File: src/rtl/dma_chan_pkg.sv
package dma_chan_pkg;

    typedef enum logic [1:0] {
        ST_IDLE = 2'd0,
        ST_ARB  = 2'd1,
        ST_RD   = 2'd2,
        ST_WR   = 2'd3
    } chan_state_e;

    localparam logic [1:0] MODE_INC = 2'd0;
    localparam logic [1:0] MODE_DEC = 2'd1;

    localparam logic [2:0] RIX_SRC  = 3'd0;
    localparam logic [2:0] RIX_DST  = 3'd1;
    localparam logic [2:0] RIX_XFER = 3'd2;
    localparam logic [2:0] RIX_HS   = 3'd3;
    localparam logic [2:0] RIX_EN   = 3'd4;
    localparam logic [2:0] RIX_SREQ = 3'd5;
    localparam logic [2:0] RIX_INT  = 3'd6;

    function automatic logic [2:0] unit_bytes(input logic [1:0] w);
        case (w)
            2'd0:    return 3'd1;
            2'd1:    return 3'd2;
            default: return 3'd4;
        endcase
    endfunction

endpackage

File: src/rtl/dma_chan_regs.sv
module dma_chan_regs
    import dma_chan_pkg::*;
#(
    parameter int AW      = 32,
    parameter int BSIZE_W = 12,
    parameter int PIDX_W  = 4
) (
    input  logic               clk,
    input  logic               rst_n,
    input  logic               reg_wr,
    input  logic               reg_rd,
    input  logic [2:0]         reg_addr,
    input  logic [31:0]        reg_wdata,
    output logic [31:0]        reg_rdata,
    output logic [AW-1:0]      src_start,
    output logic [AW-1:0]      dst_start,
    output logic [BSIZE_W-1:0] bsize,
    output logic [1:0]         src_w,
    output logic [1:0]         dst_w,
    output logic [1:0]         src_mode,
    output logic [1:0]         dst_mode,
    output logic [1:0]         xtype,
    output logic               src_hw,
    output logic               dst_hw,
    output logic [PIDX_W-1:0]  src_idx,
    output logic [PIDX_W-1:0]  dst_idx,
    output logic               start,
    output logic               en,
    output logic               soft_src,
    output logic               soft_dst,
    input  logic               src_take,
    input  logic               dst_take,
    input  logic               done,
    output logic               irq
);

    logic snd_q, dnd_q, flag_q;
    logic [1:0] sreq_q;
    logic wr_en_reg, rd_int;

    assign wr_en_reg = reg_wr && (reg_addr == RIX_EN) && reg_wdata[0];
    assign start     = wr_en_reg && !en && snd_q && dnd_q;
    assign rd_int    = reg_rd && (reg_addr == RIX_INT);

    always_ff @(posedge clk or negedge rst_n) begin
        if (!rst_n) begin
            src_start <= '0;
            dst_start <= '0;
            bsize     <= '0;
            src_w     <= '0;
            dst_w     <= '0;
            src_mode  <= '0;
            dst_mode  <= '0;
            xtype     <= '0;
            snd_q     <= 1'b0;
            dnd_q     <= 1'b0;
            src_hw    <= 1'b0;
            dst_hw    <= 1'b0;
            src_idx   <= '0;
            dst_idx   <= '0;
        end else if (reg_wr) begin
            case (reg_addr)
                RIX_SRC: src_start <= reg_wdata[AW-1:0];
                RIX_DST: dst_start <= reg_wdata[AW-1:0];
                RIX_XFER: begin
                    bsize    <= reg_wdata[BSIZE_W-1:0];
                    src_w    <= reg_wdata[13:12];
                    dst_w    <= reg_wdata[15:14];
                    src_mode <= reg_wdata[17:16];
                    dst_mode <= reg_wdata[19:18];
                    xtype    <= reg_wdata[21:20];
                    snd_q    <= reg_wdata[22];
                    dnd_q    <= reg_wdata[23];
                end
                RIX_HS: begin
                    src_hw  <= reg_wdata[0];
                    dst_hw  <= reg_wdata[1];
                    src_idx <= reg_wdata[4 +: PIDX_W];
                    dst_idx <= reg_wdata[8 +: PIDX_W];
                end
                default: ;
            endcase
        end
    end

    // enable bit, completion flag and software request latches
    always_ff @(posedge clk or negedge rst_n) begin
        if (!rst_n) begin
            en     <= 1'b0;
            flag_q <= 1'b0;
            sreq_q <= 2'b00;
        end else begin
            if (start)     en <= 1'b1;
            else if (done) en <= 1'b0;
            // completion set takes precedence over clear-on-read
            if (done)        flag_q <= 1'b1;
            else if (rd_int) flag_q <= 1'b0;
            sreq_q <= (sreq_q & ~{dst_take, src_take})
                    | ((reg_wr && reg_addr == RIX_SREQ) ? reg_wdata[1:0] : 2'b00);
        end
    end

    assign soft_src = sreq_q[0];
    assign soft_dst = sreq_q[1];
    assign irq      = flag_q;

    always_comb begin
        case (reg_addr)
            RIX_SRC:  reg_rdata = 32'(src_start);
            RIX_DST:  reg_rdata = 32'(dst_start);
            RIX_XFER: reg_rdata = 32'({dnd_q, snd_q, xtype, dst_mode, src_mode,
                                       dst_w, src_w, 12'(bsize)});
            RIX_HS:   reg_rdata = 32'({4'(dst_idx), 4'(src_idx), 2'b00, dst_hw, src_hw});
            RIX_EN:   reg_rdata = {31'd0, en};
            RIX_INT:  reg_rdata = {31'd0, flag_q};
            default:  reg_rdata = 32'd0;
        endcase
    end

    a_r8_en_clears: assert property (@(posedge clk) disable iff (!rst_n)
        done |=> (!en && flag_q));
    a_r9_read_clears: assert property (@(posedge clk) disable iff (!rst_n)
        (rd_int && !done) |=> !flag_q);
    a_r2_start_gate: assert property (@(posedge clk) disable iff (!rst_n)
        (wr_en_reg && !en && !(snd_q && dnd_q)) |=> !en);

endmodule

File: src/rtl/dma_chan_addr_gen.sv
module dma_chan_addr_gen
    import dma_chan_pkg::*;
#(
    parameter int AW = 32
) (
    input  logic          clk,
    input  logic          rst_n,
    input  logic          load,
    input  logic [AW-1:0] start_addr,
    input  logic          step,
    input  logic [1:0]    mode,
    input  logic [1:0]    width,
    output logic [AW-1:0] addr
);

    logic [AW-1:0] delta;
    assign delta = AW'(unit_bytes(width));

    always_ff @(posedge clk or negedge rst_n) begin
        if (!rst_n) begin
            addr <= '0;
        end else if (load) begin
            addr <= start_addr;
        end else if (step) begin
            case (mode)
                MODE_INC: addr <= addr + delta;
                MODE_DEC: addr <= addr - delta;
                default:  addr <= addr;
            endcase
        end
    end

    a_r4_fixed_hold: assert property (@(posedge clk) disable iff (!rst_n)
        (step && !load && mode != MODE_INC && mode != MODE_DEC) |=> $stable(addr));

endmodule

File: src/rtl/dma_chan_pack.sv
module dma_chan_pack
    import dma_chan_pkg::*;
(
    input  logic        clk,
    input  logic        rst_n,
    input  logic        clear,
    input  logic        push,
    input  logic [1:0]  push_w,
    input  logic [31:0] push_data,
    input  logic        pop,
    input  logic [1:0]  pop_w,
    output logic [31:0] pop_data,
    output logic [2:0]  fill
);

    logic [31:0] hold_q;
    logic [2:0]  n_in, n_out;
    logic [31:0] in_mask, out_mask;

    assign n_in     = unit_bytes(push_w);
    assign n_out    = unit_bytes(pop_w);
    assign in_mask  = (n_in  == 3'd4) ? 32'hFFFF_FFFF : ((32'd1 << {n_in,  3'b000}) - 32'd1);
    assign out_mask = (n_out == 3'd4) ? 32'hFFFF_FFFF : ((32'd1 << {n_out, 3'b000}) - 32'd1);
    assign pop_data = hold_q & out_mask;

    always_ff @(posedge clk or negedge rst_n) begin
        if (!rst_n) begin
            hold_q <= '0;
            fill   <= '0;
        end else if (clear) begin
            hold_q <= '0;
            fill   <= '0;
        end else if (push) begin
            hold_q <= hold_q | ((push_data & in_mask) << {fill, 3'b000});
            fill   <= fill + n_in;
        end else if (pop) begin
            hold_q <= (n_out == 3'd4) ? 32'd0 : (hold_q >> {n_out, 3'b000});
            fill   <= fill - n_out;
        end
    end

    a_r3_hold_cap: assert property (@(posedge clk) disable iff (!rst_n)
        fill <= 3'd4);
    a_r3_no_underrun: assert property (@(posedge clk) disable iff (!rst_n)
        (pop && !push && !clear) |-> (fill >= n_out));

endmodule

File: src/rtl/dma_chan_ctrl.sv
module dma_chan_ctrl
    import dma_chan_pkg::*;
#(
    parameter int BSIZE_W = 12
) (
    input  logic               clk,
    input  logic               rst_n,
    input  logic               start,
    input  logic [BSIZE_W-1:0] bsize,
    input  logic [1:0]         src_w,
    input  logic [1:0]         dst_w,
    input  logic               src_ok,
    input  logic               dst_ok,
    input  logic [2:0]         fill,
    input  logic               mem_ack,
    output logic               mem_req,
    output logic               mem_we,
    output logic               rd_ack,
    output logic               wr_ack,
    output logic               done
);

    localparam int CW = BSIZE_W + 3;

    chan_state_e state_q, state_d;
    logic [BSIZE_W-1:0] src_left;
    logic [CW-1:0]      dst_left;
    logic [2:0]         sb, db;
    logic               last_wr, can_wr, can_rd;

    assign sb      = unit_bytes(src_w);
    assign db      = unit_bytes(dst_w);
    assign last_wr = (dst_left == CW'(db));
    assign can_wr  = (fill >= db) && dst_ok;
    assign can_rd  = (src_left != '0) && (({1'b0, fill} + {1'b0, sb}) <= 4'd4) && src_ok;

    always_comb begin
        state_d = state_q;
        unique case (state_q)
            ST_IDLE: if (start) state_d = ST_ARB;
            ST_ARB: begin
                if (dst_left == '0) state_d = ST_IDLE;
                else if (can_wr)    state_d = ST_WR;
                else if (can_rd)    state_d = ST_RD;
            end
            ST_RD: if (mem_ack) state_d = ST_ARB;
            ST_WR: if (mem_ack) state_d = last_wr ? ST_IDLE : ST_ARB;
            default: state_d = ST_IDLE;
        endcase
    end

    always_ff @(posedge clk or negedge rst_n) begin
        if (!rst_n) state_q <= ST_IDLE;
        else        state_q <= state_d;
    end

    always_comb begin
        mem_req = (state_q == ST_RD) || (state_q == ST_WR);
        mem_we  = (state_q == ST_WR);
        rd_ack  = (state_q == ST_RD) && mem_ack;
        wr_ack  = (state_q == ST_WR) && mem_ack;
        done    = (wr_ack && last_wr) || ((state_q == ST_ARB) && (dst_left == '0));
    end

    always_ff @(posedge clk or negedge rst_n) begin
        if (!rst_n) begin
            src_left <= '0;
            dst_left <= '0;
        end else if (start) begin
            src_left <= bsize;
            dst_left <= CW'(bsize) * CW'(sb);
        end else begin
            if (rd_ack) src_left <= src_left - 1'b1;
            if (wr_ack) dst_left <= dst_left - CW'(db);
        end
    end

    a_r8_done_idle: assert property (@(posedge clk) disable iff (!rst_n)
        done |=> (state_q == ST_IDLE));
    a_r10_req_held: assert property (@(posedge clk) disable iff (!rst_n)
        (mem_req && !mem_ack) |=> (mem_req && $stable(mem_we)));

endmodule

File: src/rtl/dma_single_chan.sv
module dma_single_chan
    import dma_chan_pkg::*;
#(
    parameter int AW      = 32,
    parameter int BSIZE_W = 12,
    parameter int NPER    = 16
) (
    input  logic            clk,
    input  logic            rst_n,
    input  logic            reg_wr,
    input  logic            reg_rd,
    input  logic [2:0]      reg_addr,
    input  logic [31:0]     reg_wdata,
    output logic [31:0]     reg_rdata,
    input  logic [NPER-1:0] hw_req,
    output logic            mem_req,
    output logic            mem_we,
    output logic [AW-1:0]   mem_addr,
    output logic [1:0]      mem_size,
    output logic [31:0]     mem_wdata,
    input  logic [31:0]     mem_rdata,
    input  logic            mem_ack,
    output logic            irq
);

    localparam int PIDX_W = (NPER > 1) ? $clog2(NPER) : 1;

    logic [AW-1:0]      src_start, dst_start;
    logic [BSIZE_W-1:0] bsize;
    logic [1:0]         src_w, dst_w, src_mode, dst_mode, xtype;
    logic               src_hw, dst_hw, start, en, soft_src, soft_dst;
    logic [PIDX_W-1:0]  src_idx, dst_idx;
    logic               src_ok, dst_ok, src_take, dst_take;
    logic               rd_ack, wr_ack, done;
    logic [2:0]         fill;
    logic               src_is_per, dst_is_per, src_line, dst_line;

    logic [AW-1:0] ag_start [2];
    logic [AW-1:0] ag_addr  [2];
    logic [1:0]    ag_mode  [2];
    logic [1:0]    ag_width [2];
    logic          ag_step  [2];

    dma_chan_regs #(.AW(AW), .BSIZE_W(BSIZE_W), .PIDX_W(PIDX_W)) u_regs (
        .clk(clk), .rst_n(rst_n), .reg_wr(reg_wr), .reg_rd(reg_rd),
        .reg_addr(reg_addr), .reg_wdata(reg_wdata), .reg_rdata(reg_rdata),
        .src_start(src_start), .dst_start(dst_start), .bsize(bsize),
        .src_w(src_w), .dst_w(dst_w), .src_mode(src_mode), .dst_mode(dst_mode),
        .xtype(xtype), .src_hw(src_hw), .dst_hw(dst_hw),
        .src_idx(src_idx), .dst_idx(dst_idx), .start(start), .en(en),
        .soft_src(soft_src), .soft_dst(soft_dst),
        .src_take(src_take), .dst_take(dst_take), .done(done), .irq(irq)
    );

    // pacing: bit1 of the type marks the source as peripheral, bit0 the destination
    assign src_is_per = xtype[1];
    assign dst_is_per = xtype[0];
    assign src_line   = hw_req[src_idx];
    assign dst_line   = hw_req[dst_idx];
    assign src_ok     = !src_is_per || (src_hw ? src_line : soft_src);
    assign dst_ok     = !dst_is_per || (dst_hw ? dst_line : soft_dst);
    assign src_take   = rd_ack && src_is_per && !src_hw;
    assign dst_take   = wr_ack && dst_is_per && !dst_hw;

    dma_chan_ctrl #(.BSIZE_W(BSIZE_W)) u_ctrl (
        .clk(clk), .rst_n(rst_n), .start(start), .bsize(bsize),
        .src_w(src_w), .dst_w(dst_w), .src_ok(src_ok), .dst_ok(dst_ok),
        .fill(fill), .mem_ack(mem_ack), .mem_req(mem_req), .mem_we(mem_we),
        .rd_ack(rd_ack), .wr_ack(wr_ack), .done(done)
    );

    assign ag_start[0] = src_start;  assign ag_start[1] = dst_start;
    assign ag_mode[0]  = src_mode;   assign ag_mode[1]  = dst_mode;
    assign ag_width[0] = src_w;      assign ag_width[1] = dst_w;
    assign ag_step[0]  = rd_ack;     assign ag_step[1]  = wr_ack;

    for (genvar g = 0; g < 2; g++) begin : g_side
        dma_chan_addr_gen #(.AW(AW)) u_ag (
            .clk(clk), .rst_n(rst_n), .load(start), .start_addr(ag_start[g]),
            .step(ag_step[g]), .mode(ag_mode[g]), .width(ag_width[g]),
            .addr(ag_addr[g])
        );
    end

    dma_chan_pack u_pack (
        .clk(clk), .rst_n(rst_n), .clear(start),
        .push(rd_ack), .push_w(src_w), .push_data(mem_rdata),
        .pop(wr_ack), .pop_w(dst_w), .pop_data(mem_wdata), .fill(fill)
    );

    assign mem_addr = mem_we ? ag_addr[1] : ag_addr[0];
    assign mem_size = mem_we ? dst_w : src_w;

    a_r2_req_needs_en: assert property (@(posedge clk) disable iff (!rst_n)
        mem_req |-> en);
    a_r5_src_line: assert property (@(posedge clk) disable iff (!rst_n)
        ($rose(mem_req) && !mem_we && src_is_per && src_hw) |-> $past(src_line));
    a_r5_dst_line: assert property (@(posedge clk) disable iff (!rst_n)
        ($rose(mem_req) && mem_we && dst_is_per && dst_hw) |-> $past(dst_line));
    a_r10_addr_stable: assert property (@(posedge clk) disable iff (!rst_n)
        (mem_req && !mem_ack) |=> ($stable(mem_addr) && $stable(mem_wdata)));
    a_r7_mem_side_free: assert property (@(posedge clk) disable iff (!rst_n)
        (!src_is_per && !dst_is_per && en) |-> (src_ok && dst_ok));

endmodule

File: config.mk
export PLATFORM = sky130hd
export DESIGN_NAME = dma_single_chan
export DESIGN_NICKNAME = d
export VERILOG_FILES = /design/src/rtl/dma_chan_pkg.sv /design/src/rtl/dma_chan_regs.sv /design/src/rtl/dma_chan_addr_gen.sv /design/src/rtl/dma_chan_pack.sv /design/src/rtl/dma_chan_ctrl.sv /design/src/rtl/dma_single_chan.sv
export SDC_FILE = /design/constraint.sdc
export NUM_CORES = 1
export LEC_CHECK = 0
export BUFFER_PORTS_ARGS = -buffer_cell sky130_fd_sc_hd__buf_4
export CELL_PAD_IN_SITES_DETAIL_PLACEMENT = 1
export CELL_PAD_IN_SITES_GLOBAL_PLACEMENT = 2
export CORE_UTILIZATION = 27
export DETAILED_ROUTE_END_ITERATION = 10
export PLACE_DENSITY = 0.6
export SLEW_MARGIN = 0
export SYNTH_ARGS = -nofsm -noshare
export SYNTH_HDL_FRONTEND = slang
export SYNTH_HIERARCHICAL = 1
export SYNTH_SLANG_ARGS = --single-unit
File: constraint.sdc
create_clock -name clk -period 3.1 [get_ports clk]
set_input_delay 0.62 -clock clk [delete_from_list [all_inputs] [get_ports clk]]
set_output_delay 0.62 -clock clk [all_outputs]
set_load 0.05 [all_outputs]
## After elaboration in Yosys (flattened, before gate mapping)

Cells that the tools add are included.
W data, S select, Z words.

| storage, ports and cells | value |
|---|---|
| input port bits | 88 |
| bits in registers | 230 |

| cells by class | value |
|---|---|
| equality and inequality tests | 20 |
| order comparisons | 4 |
| multipliers | 1 |
| bitwise operators | 6 |
| reduce and logical (&&, ||, !) cells | 49 |
| shift operators | 4 |
| mux-type cells | 43 |
| add/subtract/negate cells | 11 |

Operators with widths:

| operator | number |
|---|---|
| $mux W32 | 11 |
| $pmux W32 S6 | 1 |
| $pmux W32 S2 | 2 |
| $add A32 B3 Y32 | 2 |
| $and A32 B32 Y32 | 2 |
| $shl A1 B6 Y32 const A | 2 |
| $sub A32 B1 Y32 const B | 2 |
| $sub A32 B3 Y32 | 2 |
| $or A32 B32 Y32 | 1 |
| $shl A32 B6 Y32 | 1 |
| $shr A32 B6 Y32 | 1 |
| $mux W15 | 2 |
| $mux W12 | 2 |
| $logic_and A1 B1 Y1 | 18 |
| $mux W2 | 8 |
| $eq A15 B3 Y1 | 1 |
| $eq A3 B3 Y1 const B | 5 |
| $logic_not A15 Y1 | 1 |
| $mul A12 B3 Y15 | 1 |
| $sub A15 B3 Y15 | 1 |
| $pmux W3 S2 | 2 |
| $reduce_and A2 Y1 | 6 |
| $reduce_bool A12 Y1 | 1 |
| $sub A12 B1 Y12 const B | 1 |
| other kinds (27) | 62 |

## Depth between registers and ports, before layout

Gate-level depths: netlist of run 1.

| depth | value |
|---|---|
| depth after elaboration | 10 |
| gate-level depth with buffers | 13 |
| mapped depth without buffers | 13 |

## Hierarchy

Netlist of run 1, hierarchy kept.

Modules (own cells, without submodules):

| module | instances | cells each | area each (µm²) |
|---|---|---|---|
| dma_chan_regs | 1 | 341 | 4774.6 |
| dma_chan_addr_gen at g_side[1].u_ag | 1 | 430 | 3469.6 |
| dma_chan_addr_gen at g_side[0].u_ag | 1 | 397 | 3188.1 |
| dma_chan_ctrl | 1 | 353 | 2930.3 |
| dma_chan_pack | 1 | 310 | 2672.6 |
| dma_single_chan | 1 | 90 | 789.5 |

## Least setup slack after synthesis of run 1

Ideal clock, no wire load.

| timing | value |
|---|---|
| path kind | reg2reg |
| start | reg u_regs.src_w[1] |
| end | reg u_ctrl.dst_left[14] |
| stages on the path, launching flop included | 13 |
| buffers on the path | 1 |
| setup slack | -0.280 ns |
| arrival | 3.257 ns |
| clock period less this slack | 3.380 ns |
| library setup time | 0.123 ns |
| cells stage by stage | dfrtp_1 -> nor2b_1 -> clkbuf_1 -> nand2_1 -> fa_1 -> inv_1 -> ha_1 -> fa_1 -> a211oi_1 -> o21ai_0 -> a41oi_1 -> o21ai_0 -> o221a_2 |

| on the way | value |
|---|---|
| cells in the longest elaborated chain, start to end | 4 |
| elaborated cells between the ends (all ways) | 5 |
| classes of those cells | 1 x mul; 1 x eq/ne; 2 x mux; 1 x reduce/logical |

RTL lines:

| item | RTL line | text |
|---|---|---|
| start, declared | dma_chan_regs.sv:18 | `output logic [1:0] src_w,` |
| start signal, assigned | dma_chan_regs.sv:67 | `src_w <= reg_wdata[13:12];` |
| $eq A2 B1 Y1 or $logic_not A2 Y1 (tied branches) | dma_chan_pkg.sv:22 | `case (w)` |
| $pmux W3 S2 * | dma_chan_pkg.sv:22 |  |
| $mul A12 B3 Y15 * | dma_chan_ctrl.sv:71 | `dst_left <= CW'(bsize) * CW'(sb);` |
| $mux W15 * | dma_chan_ctrl.sv:69 | `end else if (start) begin` |
| end signal, assigned | dma_chan_ctrl.sv:71 |  |
| end signal, assigned | dma_chan_ctrl.sv:74 | `if (wr_ack) dst_left <= dst_left - CW'(db);` |
| end, declared | dma_chan_ctrl.sv:27 | `logic [CW-1:0] dst_left;` |

Every way passes the cells marked *; elsewhere a longest branch is shown, timed or not.
A chain may end at the register's enable or synchronous reset.

## Worst setup path in the final report of run 1

| timing | value |
|---|---|
| start | reg u_regs.dst_mode[1] |
| end | reg g_side[1].u_ag.addr[23] |

| on the way | value |
|---|---|
| cells in the longest elaborated chain, start to end | 4 |
| elaborated cells between the ends (all ways) | 7 |
| classes of those cells | 1 x eq/ne; 3 x mux; 3 x reduce/logical |

RTL lines:

| item | RTL line | text |
|---|---|---|
| start, declared | dma_chan_regs.sv:21 | `output logic [1:0] dst_mode,` |
| start signal, assigned | dma_chan_regs.sv:70 | `dst_mode <= reg_wdata[19:18];` |
| $eq A2 B1 Y1 or $logic_not A2 Y1 (tied branches) | dma_chan_addr_gen.sv:25 | `case (mode)` |
| $pmux W32 S2 | dma_chan_addr_gen.sv:25 |  |
| $mux W32 | dma_chan_addr_gen.sv:24 | `end else if (step) begin` |
| $mux W32 | dma_chan_addr_gen.sv:22 | `end else if (load) begin` |
| end signal, assigned | dma_chan_addr_gen.sv:23 | `addr <= start_addr;` |
| end signal, assigned | dma_chan_addr_gen.sv:26 | `MODE_INC: addr <= addr + delta;` |
| end signal, assigned | dma_chan_addr_gen.sv:27 | `MODE_DEC: addr <= addr - delta;` |
| end, declared | dma_chan_addr_gen.sv:13 | `output logic [AW-1:0] addr` |

Several ways; a longest one is shown, not always the timed one. The select of a mux whose other input is x is not followed.

==> impl_metrics.py, run 1 <==
metrics = {
    "power_and_ir_drop": {
        "p_leak_nw": 10.1,
        "power.density_nw_per_um2": 776,
        "ir_drop_uv": 402,
    },
    "clocking": {
        "cts_root_buf": "clkbuf_16",
        "clock_sinks": 230,
        "clk_latency_ps": 600,
        "clockBufferDepth": 3,
        "cts.clk_slew.worst_paths_ps": 60,
        "cts_buffers": 30,
        "cts_max_level": 1,
        "cts_tree": "built",
    },
    "sta": {
        "setup_violations": 0,
        "finClkSkew_ps": 23.9,
        "tightest_slew_ps": 1030,
        "fin_tns_setup_ps": 0,
        "maxSlewViolCount": 0,
        "rsz0062_at_grt": "yes",
        "timing_hold_violations_final": 0,
        "fmax_ghz": 0.329,
        "final.period_utilization_pct": 98.1,
        "slew-limit-headroom_pct": 31.1,
        "period_needed_ps": 3040,
    },
    "yosys": {
        "synthCells": 1921,
        "synth-main-ff-cell": "dfrtp_1",
        "synth_warnings": 6,
        "avgSynthCellArea_um2": 9.28,
        "async_flop_share_pct": 100,
        "synth.top_cells.by_area": "dfrtp_1 32%, mux2_2 9.6%, ha_1 6.5%",
        "syn-num-nets": 2117,
        "synth_seq_cells": 230,
        "synth_top_area_share_pct": 32.3,
        "synth_area_um2": 17800,
        "synth.distinct_cells": 106,
        "yosysTopAreaCell": "dfrtp_1",
        "synth_common_cells": "230 x dfrtp_1, 181 x nand2_1, 152 x a21oi_1, 152 x mux2_2, 130 x o21ai_0",
        "synth_edf_count": 0,
        "synth.yosys.seq_area_share_pct": 32.3,
        "synth_most_common_cell": "dfrtp_1",
    },
    "detailed_routing": {
        "drcViolationCount": 0,
        "drt_first_pass_iters": 6,
        "drt_wl_total_um": 68800,
        "routedWlPerCell_um": 22.6,
        "final_antenna_net_count": 0,
        "viasPerCell": 5.13,
        "drt_iter0_drc": 635,
        "via_count": 15600,
    },
    "setup_path": {
        "crit_path_max_incr_delay_ps": 380,
        "startpoint": "u_regs/dst_mode[1]$_DFFE_PN0P_",
        "reg2reg_depth": 12,
        "crit_type": "flip-flop to flip-flop",
        "r2r_slack_ps": 60,
        "crit_path_end_kind": "flip-flop",
        "crit_fanout": 30,
        "reg2reg_to": "g_side[1].u_ag/addr[23]$_DFFE_PN0P_",
        "slowest_stage": "dfrtp_1",
        "crit_required_ps": 3570,
        "start_kind": "flip-flop",
        "worstPathArrival_ps": 3510,
        "r2r-start": "u_regs/dst_mode[1]$_DFFE_PN0P_",
        "endpoint": "g_side[1].u_ag/addr[23]$_DFFE_PN0P_",
        "path_cells": "nand2b_4, clkinvlp_4, buf_12, ha_2, a21o_1, a211oi_2, a21oi_1, o21ai_4, o21ai_2, a21oi_2, xnor2_1, a221o_1",
    },
    "placed_design": {
        "port_buffers": 188,
        "gp_congestion": 0.854,
        "dpl.hpwl_um": 53200,
    },
    "cells_and_area": {
        "nNetsFinal": 2357,
        "antennaDiodeCount": 0,
        "drive_above_1_share_pct": 30.3,
        "fill_cells": 7422,
        "final_core_util_pct": 34.3,
        "syn_to_final_growth_pct": 24.9,
    },
    "run": {
        "drv_cap": 0,
    },
    "worst_hold_path": {
        "hold_path_class": "input pin to flip-flop",
        "min_from": "reg_wdata[24]",
    },
    "outcome": {
        "status": "complete, no violations",
    },
    "global_route": {
        "grt_use_total_pct": 20.4,
        "grt_antenna_before_repair": 3,
        "grt_overflow_total": 0,
        "grt_max_degree": 63,
        "grt_first_pass_wirelength_um": 105000,
        "grt_pass1_vias": 16900,
    },
    "floorplan": {
        "die_y_um": 259,
        "coreArea_um2": 64800,
        "fp.dieW_um": 259,
        "rows": 93,
        "pin_count": 189,
        "die_area_um2": 67000,
        "start_util_pct": 27.5,
    },
}
-- state kept, by name, summed over array words and instances, names as in the netlist, 3 cells and up --
signal            flops
u_regs/dst_start     32
u_pack/fill           3
g_side.u_ag/addr     64
u_pack/hold_q        32
u_regs/bsize         12
u_regs/src_start     32
u_ctrl/src_left      12
u_ctrl/dst_left      15
u_regs/dst_idx        4
u_regs/src_idx        4
-- metrics by stage --
step	cell area, um^2	worst slack [ps]	power, mW	instances	hold WS, ps
after floorplan	18000	-42.2	10.4	1921	324
after global placement	20900	-124	13.4	2975	489
after detailed placement	20900	-251	13.5	2975	510
after CTS	21900	-12.2	17.2	3033	258
after global routing	22300	-93.6	18.4	3040	273
final	22300	57.9	17.3	3040	280
-- metal layers --
metal | GRT usage (%) | part of all wire, % | vias up
li1 | - | - | 7428
met1 | 26.8 | 45 | 7829
met2 | 34.8 | 49 | 239
met3 | 2.03 | 2.9 | 87
met4 | 6.48 | 3.3 | 4
met5 | 0 | 0.039 | -
-- worst min-delay path by stage --
stage,end,slack (ps),depth (start not counted)
5_1_grt,u_regs/src_start[27]$_DFFE_PN0P_,270,2
4_1_cts,u_regs/dst_start[24]$_DFFE_PN0P_,260,2
2_1_floorplan,g_side[0].u_ag/addr[0]$_DFFE_PN0P_,320,0
3_5_place_dp,g_side[1].u_ag/addr[28]$_DFFE_PN0P_,510,1
6_report,u_regs/src_start[24]$_DFFE_PN0P_,280,2
3_3_place_gp,g_side[1].u_ag/addr[0]$_DFFE_PN0P_,490,2
-- placed cells by master (no fill, tap or decap), types with 18 or more instances in the layout --
cell type  netlist  layout
xnor2_1         43      42
nand2_1        181     179
xor2_1          40      38
mux2i_1         62      62
buf_4            6     303
nor3_1          33      33
mux2_2         152     152
nand2b_1        23      21
a211oi_1        27      24
nand3_1         39      39
nor2_1         106     102
a21o_1          44      44
clkbuf_16        0      30
ha_1            92      69
inv_1           60      57
nor2b_1         54      52
o21ai_0        130     126
and2_1          28      27
a21oi_1        152     145
dfrtp_1        230     227
a22oi_1         18      18
-- timing repair --
item | in CTS | in global routing
pin swaps | 2 | 21
hold endpoints to repair | 24 | 0
buffers inserted | 1 | 7
setup endpoints to repair | 30 | 71
hold buffers | 1 | 0
gates resized for setup | 13 | 60
-- kinds of logic after synthesis --
logic type / synth area share (%)
muxes: 14.4
and+or+nand+nor: 17.7
buffers and inverters: 5.08
DFF: 32.3
xor gates and xnor gates: 4.08
AOI/OAI and AO/OA: 18.2
adders and majority gates: 8.25
-- report_power, final --
part           internal, mW  leakage (nW)  switching [mW]
Clock                  2.03         0.472            1.53
Sequential             3.81          2.96            1.04
Combinational          3.65          6.65            5.19
-- layout make-up --
type	count	area [um^2]	share of cell area (%)
Inverter	62	240	1.08
Clock inverter	13	114	0.512
Clock buffer	43	870	3.91
Timing Repair Buffer	320	2560	11.5
Tap cell	855	1070	4.81
Sequential cell	230	5760	25.9
Multi-Input combinational cell	1517	11600	52.3
-- critical path, delay by kind of cell, from the launching register on --
kind                       cells  cell delay, ps
AOI/OAI and AO/OA              7            1550
xor gates and xnor gates       1             110
adders and majority gates      1             360
buffers and inverters          2             330
DFF                            1             380
and+or+nand+nor                1             190
No activity file was read; power rests on OpenSTA's default activity.
==> inputs of run 2 (changes only) <==
--- a/config.mk
+++ b/config.mk
@@ -10,6 +10,7 @@
 export CELL_PAD_IN_SITES_GLOBAL_PLACEMENT = 2
 export CORE_UTILIZATION = 27
 export DETAILED_ROUTE_END_ITERATION = 10
+export GPL_TIMING_DRIVEN = 0
 export PLACE_DENSITY = 0.6
 export SLEW_MARGIN = 0
 export SYNTH_ARGS = -nofsm -noshare
==> constraint.sdc (replaced) <==
create_clock -name clk -period 3.1 [get_ports clk]
set_input_delay 0.62 -clock clk [delete_from_list [all_inputs] [get_ports clk]]
set_output_delay 0.62 -clock clk [all_outputs]
set_load 0.02 [all_outputs]
==> impl_metrics.py, run 2 (synthesis results as in run 1) <==
metrics = {
    "sta": {
        "setup_violations": 3,
        "period_needed_ps": 3140,
        "slew-limit-headroom_pct": 30.8,
        "setup_ws_ps": -36.6,
        "tightest_slew_ps": 1030,
        "maxSlewViolCount": 0,
        "final.period_utilization_pct": 101,
        "fin_tns_setup_ps": -71.6,
        "finClkSkew_ps": 21.4,
        "rsz0062_at_grt": "yes",
        "fmax_ghz": 0.319,
        "timing_hold_violations_final": 0,
    },
    "detailed_routing": {
        "drt_wl_total_um": 75200,
        "drt_iter0_drc": 626,
        "viasPerCell": 5.22,
        "drcViolationCount": 0,
        "via_count": 16100,
        "drt_first_pass_iters": 4,
        "final_antenna_net_count": 0,
        "routedWlPerCell_um": 24.4,
    },
    "global_route": {
        "grt_antenna_before_repair": 5,
        "grt_use_total_pct": 22.2,
        "grt_max_degree": 90,
        "grt_overflow_total": 0,
        "grt_pass1_vias": 17200,
        "grt_first_pass_wirelength_um": 113000,
    },
    "clocking": {
        "cts_root_buf": "clkbuf_16",
        "cts_tree": "built",
        "clk_latency_ps": 600,
        "cts_max_level": 1,
        "clockBufferDepth": 3,
        "cts.clk_slew.worst_paths_ps": 60,
        "clock_sinks": 230,
        "cts_buffers": 31,
    },
    "cells_and_area": {
        "nNetsFinal": 2404,
        "regMostFlops": "g_side.u_ag/addr",
        "final_core_util_pct": 35.4,
        "drive_above_1_share_pct": 32.3,
        "largest_register_ffs": 64,
        "antennaDiodeCount": 0,
        "syn_to_final_growth_pct": 28.8,
        "final_cell_mix": "250 x buf_4, 223 x dfrtp_1, 179 x nand2_1",
        "layout_commonest_cell": "buf_4",
    },
    "setup_path": {
        "crit_required_ps": 3570,
        "worstPathArrival_ps": 3610,
        "crit_fanout": 6,
        "crit_path_end_kind": "flip-flop",
        "start_kind": "flip-flop",
        "crit_type": "flip-flop to flip-flop",
    },
    "power_and_ir_drop": {
        "power.share.sequential_pct": 29.1,
        "switchingPower_mw": 7.34,
        "switching_share_pct": 42.9,
        "p_int_mw": 9.76,
        "power.density_nw_per_um2": 745,
        "clock_power_share_pct": 21.5,
        "ir_drop_uv": 484,
        "p_leak_nw": 10.2,
        "combPwrFrac_pct": 49.3,
    },
    "outcome": {
        "violations": "setup timing",
        "status": "finished, violations left",
    },
    "floorplan": {
        "die_area_um2": 67000,
        "coreArea_um2": 64800,
        "rows": 93,
        "start_util_pct": 27.5,
        "fp.dieW_um": 259,
        "die_y_um": 259,
        "pin_count": 189,
    },
    "worst_hold_path": {
        "hold_path_class": "input pin to flip-flop",
    },
    "run": {
        "drv_cap": 0,
    },
    "placed_design": {
        "gp_congestion": 0.833,
        "port_buffers": 186,
        "dpl.hpwl_um": 57600,
    },
}
-- run 2: cell types whose count changed in the layout (fill, tap and decap cells not counted), moves of 8 or more --
cell      previous run  this run
buf_2                0        16
clkbuf_1             6        41
buf_6                4        32
o21ai_1             10        18
o21ai_0            126       112
buf_4              303       250
ha_1                69        60
-- run 2: final timing paths --
path	from	end	slack, ps	cells past startpoint
max in group asynchronous	rst_n	u_ctrl/state_q[1]$_DFFE_PN0P_	1260	4
worst min-delay path	reg_wdata[24]	u_regs/src_start[24]$_DFFE_PN0P_	280	2
worst min register to register	u_regs/src_start[6]$_DFFE_PN0P_	g_side[0].u_ag/addr[6]$_DFFE_PN0P_	510	2
worst max register to register	u_regs/src_w[1]$_DFFE_PN0P_	u_ctrl/dst_left[11]$_DFFE_PN0P_	-40	11
min in group asynchronous	rst_n	g_side[0].u_ag/addr[24]$_DFFE_PN0P_	540	2
worst max-delay path	u_regs/src_w[1]$_DFFE_PN0P_	u_ctrl/dst_left[11]$_DFFE_PN0P_	-40	11
-- run 2: metrics by stage --
step | instance area (um^2) | setup slack (ps) | power (mW) | hold WS [ps] | std cells
5_1_grt | 23000 | -134 | 18.2 | 267 | 3082
3_5_place_dp | 20500 | -1030 | 12.5 | 501 | 2965
4_1_cts | 22300 | -50.5 | 16.8 | 258 | 3059
2_1_floorplan | 18000 | 2.58 | 9.60 | 324 | 1921
3_3_place_gp | 20400 | -1210 | 12.4 | 484 | 2962
6_report | 23000 | -36.6 | 17.1 | 279 | 3082
-- run 2: repair_timing --
action | 4_1_cts | 5_1_grt
hold buffers | 1 | 0
setup buffers | 44 | 28
cloned | 3 | 0
hold endpoints to repair | 56 | 0
resized for setup | 95 | 115
endpoints found under the setup margin | 131 | 51
pin swaps | 25 | 57
-- run 2: power groups by stage --
stage	logic [mW]	registers, mW	clock network [mW]
6_report	8.44	4.99	3.68
5_1_grt	9.19	5.10	3.89
4_1_cts	7.99	5.02	3.78
3_5_place_dp	7.45	5.07	0
3_3_place_gp	7.36	5.06	0
2_1_floorplan	5.20	4.41	0
-- run 2: critical path, stage by stage (launching register included) --
cell and delay [ps]:
dfrtp_4 560, nor2b_4 180, clkbuf_16 170, nand2_1 70
fa_1 520, inv_1 70, ha_1 300, a21o_2 250
a211oi_4 300, a21boi_4 110, o41a_1 310, and3_1 190
-- run 2: layer usage --
layer  routed length [um]  up-vias  track usage, %
met5                   66        -               0
met1                33600     8178            29.2
met3                 2420       80            2.49
met2                37200      271            38.5
met4                 1930       10            5.44
li1                     -     7540               -
-- run 2: cell type report --
type                    instances  area (um^2)
plain buffers                 101          717
clock buffers                  37          808
clock inverters                15          193
fillers                      7377        41900
inverters                      62          246
multi-input cells            1517        12000
flip-flops and latches        230         5770
well taps                     855         1070
repair buffers                263         2110
repair inverters                2         15.0
==> inputs of run 3 (changes only) <==
--- a/config.mk
+++ b/config.mk
@@ -6,12 +6,12 @@
 export NUM_CORES = 1
 export LEC_CHECK = 0
 export BUFFER_PORTS_ARGS = -buffer_cell sky130_fd_sc_hd__buf_4
-export CELL_PAD_IN_SITES_DETAIL_PLACEMENT = 1
-export CELL_PAD_IN_SITES_GLOBAL_PLACEMENT = 2
+export CELL_PAD_IN_SITES_DETAIL_PLACEMENT = 0
+export CELL_PAD_IN_SITES_GLOBAL_PLACEMENT = 1
 export CORE_UTILIZATION = 27
 export DETAILED_ROUTE_END_ITERATION = 10
 export GPL_TIMING_DRIVEN = 0
-export PLACE_DENSITY = 0.6
+export PLACE_DENSITY = 0.5
 export SLEW_MARGIN = 0
 export SYNTH_ARGS = -nofsm -noshare
 export SYNTH_HDL_FRONTEND = slang
==> impl_metrics.py, run 3 (synthesis results as in run 1) <==
metrics = {
    "sta": {
        "setup_violations": 3,
        "timing_hold_violations_final": 0,
        "tightest_slew_ps": 919,
        "rsz0062_at_grt": "yes",
        "setup_ws_ps": -16.6,
        "maxSlewViolCount": 0,
        "period_needed_ps": 3120,
        "slew-limit-headroom_pct": 38.3,
        "final.period_utilization_pct": 101,
        "finClkSkew_ps": 10.7,
        "fmax_ghz": 0.321,
    },
    "floorplan": {
        "rows": 93,
        "die_area_um2": 67000,
        "die_y_um": 259,
        "coreArea_um2": 64800,
        "start_util_pct": 27.5,
        "pin_count": 189,
        "fp.dieW_um": 259,
    },
    "cells_and_area": {
        "stdcell_area_um2": 23000,
        "multi_input_area_um2": 12000,
        "nNetsFinal": 2395,
        "layout_commonest_cell": "buf_4",
        "drive_above_1_share_pct": 32.0,
        "regMostFlops": "g_side.u_ag/addr",
        "final_cell_mix": "243 x buf_4, 225 x dfrtp_1, 178 x nand2_1",
        "syn_to_final_growth_pct": 28.8,
        "final_cells": 3080,
        "largest_register_ffs": 64,
        "fill_cells": 6609,
        "regArea_um2": 5770,
    },
    "clocking": {
        "cts.clk_slew.worst_paths_ps": 60,
        "cts_max_level": 1,
        "cts_root_buf": "clkbuf_16",
        "cts_buffers": 30,
        "clockBufferDepth": 3,
        "clock_sinks": 230,
        "cts_tree": "built",
        "clk_latency_ps": 570,
    },
    "global_route": {
        "grt_antenna_before_repair": 6,
        "grt_pass1_vias": 16500,
        "grt_use_total_pct": 20.7,
        "grt_overflow_total": 0,
        "grt_first_pass_wirelength_um": 105000,
        "grt_max_degree": 98,
    },
    "detailed_routing": {
        "drt_wl_total_um": 70600,
        "drt_first_pass_iters": 5,
        "drcViolationCount": 0,
        "via_count": 15900,
        "routedWlPerCell_um": 22.9,
        "final_antenna_net_count": 0,
        "viasPerCell": 5.18,
        "drt_iter0_drc": 839,
    },
    "worst_hold_path": {
        "hold_path_class": "input pin to flip-flop",
    },
    "setup_path": {
        "start_kind": "flip-flop",
        "crit_fanout": 8,
        "worstPathArrival_ps": 3560,
        "crit_path_end_kind": "flip-flop",
        "crit_required_ps": 3540,
        "crit_type": "flip-flop to flip-flop",
    },
    "placed_design": {
        "port_buffers": 186,
        "gp_congestion": 0.849,
        "dpl_cell_area_um2": 20500,
        "dp_cells": 2965,
        "dpl.hpwl_um": 54500,
    },
    "outcome": {
        "status": "finished, violations left",
        "violations": "setup timing",
    },
    "power_and_ir_drop": {
        "ir_drop_uv": 439,
        "p_leak_nw": 10.2,
        "power.density_nw_per_um2": 744,
        "p_total_mw": 17.1,
    },
    "run": {
        "drv_cap": 0,
    },
}
[run 3: cell count changes in the layout (fill, tap and decap cells not counted), sizes merged]
cell / previous run / this run
buf: 315 / 306
clkinv: 6 / 10
bufinv: 4 / 7
diode: 0 / 3
clkinvlp: 9 / 7
inv: 60 / 58
clkbuf: 85 / 86
[run 3: repair_timing]
item / in CTS / in global routing
hold buffers: 1 / 0
hold endpoints to repair: 20 / 0
cloned: 2 / 0
endpoints found under the setup margin: 134 / 79
pin swaps: 37 / 49
resized for setup: 93 / 93
setup buffers: 41 / 23
[run 3: where the power goes]
| group | internal (mW) | total, mW | switching (mW) | leakage [nW] |
|---|---|---|---|---|
| registers | 3.81 | 4.89 | 1.08 | 2.95 |
| logic | 3.71 | 8.24 | 4.53 | 6.71 |
| clock network | 2.49 | 3.95 | 1.46 | 0.548 |
[run 3: path summary, 6_finish.rpt]
check,depth (start not counted),from,slack [ps],to
max reg2reg,12,u_regs/src_w[1]$_DFFE_PN0P_,-20,u_ctrl/dst_left[12]$_DFFE_PN0P_
min reg2reg,1,u_regs/src_start[13]$_DFFE_PN0P_,520,g_side[0].u_ag/addr[13]$_DFFE_PN0P_
min in group asynchronous,2,rst_n,570,u_pack/hold_q[29]$_DFFE_PN0P_
max,12,u_regs/src_w[1]$_DFFE_PN0P_,-20,u_ctrl/dst_left[12]$_DFFE_PN0P_
max in group asynchronous,3,rst_n,1600,g_side[0].u_ag/addr[6]$_DFFE_PN0P_
min,2,reg_wdata[24],290,u_regs/dst_start[24]$_DFFE_PN0P_
[run 3: worst max-delay path, stage by stage, from the launching register on]
cell	delay [ps]
dfrtp_4	570
nor2b_4	170
buf_8	140
nand2_4	50
fa_1	520
inv_2	50
ha_4	160
fa_2	390
a211oi_4	300
o21ai_2	100
a41oi_2	270
xnor2_2	160
mux2i_1	90
[run 3: final cells by class]
type / instances / area share [%]
Timing Repair inverter: 2 / 0.0654
Inverter: 62 / 1.06
Tap cell: 855 / 4.66
Clock inverter: 18 / 1.21
Timing Repair Buffer: 254 / 8.97
Multi-Input combinational cell: 1517 / 52.2
Clock buffer: 37 / 3.65
Buffer: 102 / 3.05
Sequential cell: 230 / 25.1
Antenna cell: 3 / 0.0327
[run 3: stage by stage]
stage	hold WS [ps]	setup slack [ps]	utilization, %	setup TNS [ps]
final	294	-16.6	35.4	-29.3
after global routing	275	-148	35.4	-1190
after CTS	258	-82.2	34.6	-255
after detailed placement	504	-1190	31.7	-46090
after global placement	493	-1190	31.6	-249480
after floorplan	324	2.58	-	0
[run 3: per-layer routing]
layer	routed length (um)	part of all wire, %	vias to the layer above	global-route usage (%)
met2	34200	48	351	35.5
met1	32400	46	7990	27.9
met3	2770	3.9	71	2.46
met4	1200	1.7	6	3.94
li1	-	-	7526	-
met5	35	0.050	-	0
